## config.mk

```make
export PLATFORM = sky130hd
export DESIGN_NAME = masked_rmw_unit
export DESIGN_NICKNAME = d
export VERILOG_FILES = /design/src/rtl/rmw_pkg.sv /design/src/rtl/rmw_fsm.sv /design/src/rtl/rmw_merge.sv /design/src/rtl/masked_rmw_unit.sv
export SDC_FILE = /design/constraint.sdc
export NUM_CORES = 1
export LEC_CHECK = 0
export BUFFER_PORTS_ARGS = -buffer_cell sky130_fd_sc_hd__buf_2
export CAP_MARGIN = 25
export CORE_UTILIZATION = 45
export CTS_BUF_LIST = sky130_fd_sc_hd__clkbuf_8
export DETAILED_ROUTE_END_ITERATION = 10
export PLACE_DENSITY = 0.75
export SLEW_MARGIN = 40
export SYNTH_ARGS = -nofsm -noshare
export SYNTH_HDL_FRONTEND = slang
export SYNTH_HIERARCHICAL = 1
export SYNTH_SLANG_ARGS = --single-unit
```

## constraint.sdc

```tcl
create_clock -name clk -period 1.75 [get_ports clk]
set_input_delay 0.35 -clock clk [delete_from_list [all_inputs] [get_ports clk]]
set_output_delay 0.35 -clock clk [all_outputs]
set_load 0.01 [all_outputs]
```

## src/rtl/rmw_pkg.sv

```systemverilog
package rmw_pkg;
  typedef enum logic [2:0] {
    ST_IDLE,
    ST_READ,
    ST_MERGE,
    ST_WRITE,
    ST_DONE
  } rmw_state_t;
endpackage

```

## src/rtl/rmw_fsm.sv

```systemverilog
module rmw_fsm
  import rmw_pkg::*;
#(
  parameter int OFF_W = 2
) (
  input  logic             clk,
  input  logic             rst,
  input  logic             start_i,
  input  logic [OFF_W-1:0] addr_lo_i,
  input  logic             mem_gnt_i,
  output logic             ready_o,
  output logic             accept_o,
  output logic             capture_o,
  output logic             lock_o,
  output logic             mem_req_o,
  output logic             mem_we_o,
  output logic             done_o,
  output logic             err_o
);
  rmw_state_t state_q;
  logic       err_q;

  always_ff @(posedge clk) begin
    if (rst) begin
      state_q <= ST_IDLE;
      err_q   <= 1'b0;
    end else begin
      case (state_q)
        ST_IDLE: if (start_i) begin
          if (addr_lo_i != '0) begin
            state_q <= ST_DONE;
            err_q   <= 1'b1;
          end else begin
            state_q <= ST_READ;
            err_q   <= 1'b0;
          end
        end
        ST_READ:  if (mem_gnt_i) state_q <= ST_MERGE;
        ST_MERGE: state_q <= ST_WRITE;
        ST_WRITE: if (mem_gnt_i) state_q <= ST_DONE;
        ST_DONE: begin
          state_q <= ST_IDLE;
          err_q   <= 1'b0;
        end
        default: state_q <= ST_IDLE;
      endcase
    end
  end

  assign ready_o   = (state_q == ST_IDLE);
  assign accept_o  = ready_o && start_i;
  assign capture_o = (state_q == ST_MERGE);
  assign lock_o    = (state_q == ST_READ) || (state_q == ST_MERGE) || (state_q == ST_WRITE);
  assign mem_req_o = (state_q == ST_READ) || (state_q == ST_WRITE);
  assign mem_we_o  = (state_q == ST_WRITE);
  assign done_o    = (state_q == ST_DONE);
  assign err_o     = err_q;

  // idle and clean immediately after reset
  assert_reset_idle_R1: assert property (@(posedge clk) rst |=> (ready_o && !lock_o && !done_o && !err_o));

  // any memory request is covered by the lock
  assert_req_locked_R7: assert property (@(posedge clk) disable iff (rst) mem_req_o |-> lock_o);

  // an accepted read is followed by a gap cycle and then the write
  assert_read_then_write_R6: assert property (@(posedge clk) disable iff (rst)
    (mem_req_o && !mem_we_o && mem_gnt_i) |=> (!mem_req_o && lock_o));

  // misaligned request finishes next cycle with the error flag
  assert_misalign_err_R9: assert property (@(posedge clk) disable iff (rst)
    (accept_o && addr_lo_i != '0) |=> (done_o && err_o && !mem_req_o));

  // done is a single-cycle pulse that returns to ready
  assert_done_pulse_R10: assert property (@(posedge clk) disable iff (rst)
    done_o |=> (!done_o && ready_o));
endmodule

```

## src/rtl/rmw_merge.sv

```systemverilog
module rmw_merge #(
  parameter int DATA_W = 32,
  parameter int ADDR_W = 32
) (
  input  logic                clk,
  input  logic                rst,
  input  logic                accept_i,
  input  logic                capture_i,
  input  logic [2*DATA_W-1:0] operand_i,
  input  logic [ADDR_W-1:0]   addr_i,
  input  logic [DATA_W-1:0]   rdata_i,
  output logic [ADDR_W-1:0]   addr_o,
  output logic [DATA_W-1:0]   wdata_o
);
  logic [DATA_W-1:0] value_q, mask_q, merged_q, merged_d;
  logic [ADDR_W-1:0] addr_q;

  always_ff @(posedge clk) begin
    if (rst) begin
      value_q <= '0;
      mask_q  <= '0;
      addr_q  <= '0;
    end else if (accept_i) begin
      value_q <= operand_i[DATA_W-1:0];
      mask_q  <= operand_i[2*DATA_W-1:DATA_W];
      addr_q  <= addr_i;
    end
  end

  for (genvar b = 0; b < DATA_W; b++) begin : g_bit
    assign merged_d[b] = mask_q[b] ? value_q[b] : rdata_i[b];
  end

  always_ff @(posedge clk) begin
    if (rst) merged_q <= '0;
    else if (capture_i) merged_q <= merged_d;
  end

  assign addr_o  = addr_q;
  assign wdata_o = merged_q;

  // unmasked bits follow the word read from memory
  assert_keep_unmasked_R3: assert property (@(posedge clk) disable iff (rst)
    capture_i |=> (((merged_q ^ $past(rdata_i)) & ~mask_q) == '0));

  // masked bits follow the value field
  assert_take_masked_R3: assert property (@(posedge clk) disable iff (rst)
    capture_i |=> (((merged_q ^ value_q) & mask_q) == '0));
endmodule

```

## src/rtl/masked_rmw_unit.sv

```systemverilog
module masked_rmw_unit #(
  parameter int DATA_W = 32,
  parameter int ADDR_W = 32
) (
  input  logic                clk,
  input  logic                rst,
  input  logic                start_i,
  output logic                ready_o,
  input  logic [2*DATA_W-1:0] operand_i,
  input  logic [ADDR_W-1:0]   addr_i,
  output logic                done_o,
  output logic                err_o,
  output logic                lock_o,
  output logic                mem_req_o,
  output logic                mem_we_o,
  output logic [ADDR_W-1:0]   mem_addr_o,
  output logic [DATA_W-1:0]   mem_wdata_o,
  input  logic [DATA_W-1:0]   mem_rdata_i,
  input  logic                mem_gnt_i
);
  localparam int OFF_W = $clog2(DATA_W / 8);

  logic accept, capture;

  rmw_fsm #(.OFF_W(OFF_W)) u_fsm (
    .clk       (clk),
    .rst       (rst),
    .start_i   (start_i),
    .addr_lo_i (addr_i[OFF_W-1:0]),
    .mem_gnt_i (mem_gnt_i),
    .ready_o   (ready_o),
    .accept_o  (accept),
    .capture_o (capture),
    .lock_o    (lock_o),
    .mem_req_o (mem_req_o),
    .mem_we_o  (mem_we_o),
    .done_o    (done_o),
    .err_o     (err_o)
  );

  rmw_merge #(.DATA_W(DATA_W), .ADDR_W(ADDR_W)) u_merge (
    .clk       (clk),
    .rst       (rst),
    .accept_i  (accept),
    .capture_i (capture),
    .operand_i (operand_i),
    .addr_i    (addr_i),
    .rdata_i   (mem_rdata_i),
    .addr_o    (mem_addr_o),
    .wdata_o   (mem_wdata_o)
  );

  // a stalled request holds all of its fields
  assert_stall_hold_R8: assert property (@(posedge clk) disable iff (rst)
    (mem_req_o && !mem_gnt_i) |=> (mem_req_o && $stable(mem_we_o) &&
                                    $stable(mem_addr_o) && $stable(mem_wdata_o)));

  // address stays fixed while the unit is busy
  assert_addr_frozen_R2: assert property (@(posedge clk) disable iff (rst)
    (!ready_o && !done_o) |=> $stable(mem_addr_o));
endmodule

```

==> results_dict.tcl <==
set metrics [dict create \
    use_met1_pct 20.36 \
    die_h_um 107.8 \
    ant_nets 0 \
    syn_nets 607 \
    initial_core_util_pct 46.22 \
    diodes 0 \
    dpl.hpwl_um 7564 \
    grt_busiest_layer "met2" \
    dr_total_vias 4065 \
    synthArstFlopShare_pct 0 \
    drtPass1Iterations 4 \
    synth_area_leaders "dfxtp_1, mux2i_1, nor2_1" \
    finalPower_mw 6.654 \
    cts-root-buf "clkbuf_8" \
    cts_sinks 132 \
    worst-path-buf-inv 1 \
    use_met2_pct 33.65 \
    row_count 38 \
    drive_above_1_share_pct 35.43 \
    required_ps 1400 \
    worst_pin_slew_ps 544.0 \
    setup_viol 0 \
    routed_via_density 4.939 \
    n_fill_cell 923 \
    fin_crit_ps 1643 \
    cts_tree "yes" \
    clkTransAtPathRegs_ps 70 \
    synth_edf_count 0 \
    cp-start-kind "flip-flop" \
    cts_buffers 17 \
    dp.cells 792 \
    cts_setup_buffers 0 \
    min_path_type "input port to flip-flop" \
    period_share_pct 93.88 \
    critical_path.cell_chain "nor2_4 -> and2_1 -> buf_2" \
    final_nets 803 \
    yosysMostFrequentCell "dfxtp_1" \
    grt_pass1_vias 3992 \
    core-area_um2 10890 \
    wl_per_cell_um 13.30 \
    cpLargestDelayFamily "flip-flops" \
    io_buffers 201 \
    syn_inst 475 \
    crit_arrival_ps 1290 \
    fmax_mhz 608.7 \
    antenna_found_initial 0 \
    crit_fanout 7 \
    grt_pass1_wl_um 17540 \
    yosys_warnings 6 \
    synth-seq-cells 132 \
    area_delta_synth_final_pct 28.59 \
    wirelength_um 10950 \
    status "finished, final reports clean" \
    grt_max_degree 65 \
    cp_slowest_cell "dfxtp_1" \
    hold_viol 0 \
    utilization_pct 59.43 \
    ys_types 25 \
    die-area_um2 11610 \
    cts-htree-levels 4 \
    multi_input_area_um2 2156 \
    clock_path_buffers 2 \
    leakage_nw 3.044 \
    finalNonFillerCells 823 \
    place_congestion 0.7720 \
    clock_latency_ps 430 \
    drc_errors 0 \
    ctsResizeCount 0 \
    slew_viol_final 0 \
    rsz0062_at_grt "false" \
    synth-main-ff-cell "dfxtp_1" \
    slew_headroom_pct 63.73 \
    synth.largest_area_cell "dfxtp_1" \
    synth_common_cells "dfxtp_1, nor2_1, mux2i_1" \
    fp.dieW_um 107.8 \
    setup_tns_ps 0 \
    powerDensity_nw_per_um2 1028 \
    grt_overflow 0 \
    first_iter_violations 134 \
    hold_buffers 0 \
    use_met3_pct 8.354 \
    io-pin-count 202 \
    netlist_area_um2 5032 \
    endpoint_kind "primary output" \
    grtUsageTotal_pct 19.43 \
    cpPeakStageDelay_ps 490 \
    ys_seq_area_share_pct 52.51 \
    hold-worst-slack_ps 149.7 \
    synth_top_area_share_pct 52.51 \
    seq_area_um2 2643 \
    vdd_drop_max_mv 0.5590 \
    crit_type "flip-flop to primary output" \
    syn-mean-instance-area_um2 10.59 \
    drv_cap 0 \
    skew_ps 7.219 \
]
## cell type report
class | count | share of cell area [%]
clock inverter | 8 | 0.5414
timing repair buffer | 211 | 17.71
tap | 140 | 2.707
clock buffer | 23 | 4.892
multi-input combinational | 309 | 33.31
sequential | 132 | 40.84
## where the power goes
part | internal (mW) | total, mW | switching [mW]
Clock | 1.17 | 2.23 | 1.06
Sequential | 3.23 | 3.36 | 0.126
Combinational | 0.538 | 1.06 | 0.524
Total | 4.94 | 6.65 | 1.71
## sequential cells by signal, indices dropped and copies added, names as in the netlist
register,flops
u_fsm/state_q,3
u_fsm/err_o,1
u_merge/mask_q,32
u_merge/wdata_o,32
u_merge/addr_o,32
u_merge/value_q,32
## placed cells by master, fill, tap and decap left out, types with 2 or more instances in the layout
| cell | count |
|---|---|
| nor2_1 | 131 |
| clkbuf_8 | 23 |
| inv_1 | 4 |
| clkinv_2 | 4 |
| buf_4 | 6 |
| buf_2 | 200 |
| mux2i_1 | 128 |
| nor3_1 | 2 |
| dfxtp_1 | 132 |
| buf_12 | 5 |
| a211oi_1 | 33 |
## through the flow
step           setup slack, ps  cell area (um2)
2_1_floorplan            6.301             5032
3_3_place_gp             225.3             6115
3_5_place_dp             141.4             6115
4_1_cts                  45.67             6466
5_1_grt                  9.251             6471
6_report                 107.1             6471
## path summary, 6_finish.rpt
check             slack [ps]                 end  depth (start not counted)              from
hold reg to reg          480         u_fsm/err_o                          2       u_fsm/err_o
setup reg to reg         110  u_merge/addr_o[23]                          5  u_fsm/state_q[1]
hold / removal           150    u_fsm/state_q[0]                          2         mem_gnt_i
setup / recovery         110              done_o                          3  u_fsm/state_q[1]
## layer usage
layer | vias up | share of wire [%]
met2 | 154 | 48
met1 | 1882 | 41
met4 | 0 | 1.6
li1 | 2014 | -
met5 | - | 0
met3 | 15 | 9.6
## logic make-up after synthesis
group,after synthesis,share of synthesized area [%]
mux,128,25.46
buf+inv,34,4.898
flops,132,52.51
simple gates,143,11.34
xor+xnor,1,0.1741
compound gates,37,5.619
Note: power is estimated with default switching activity, not from simulation.
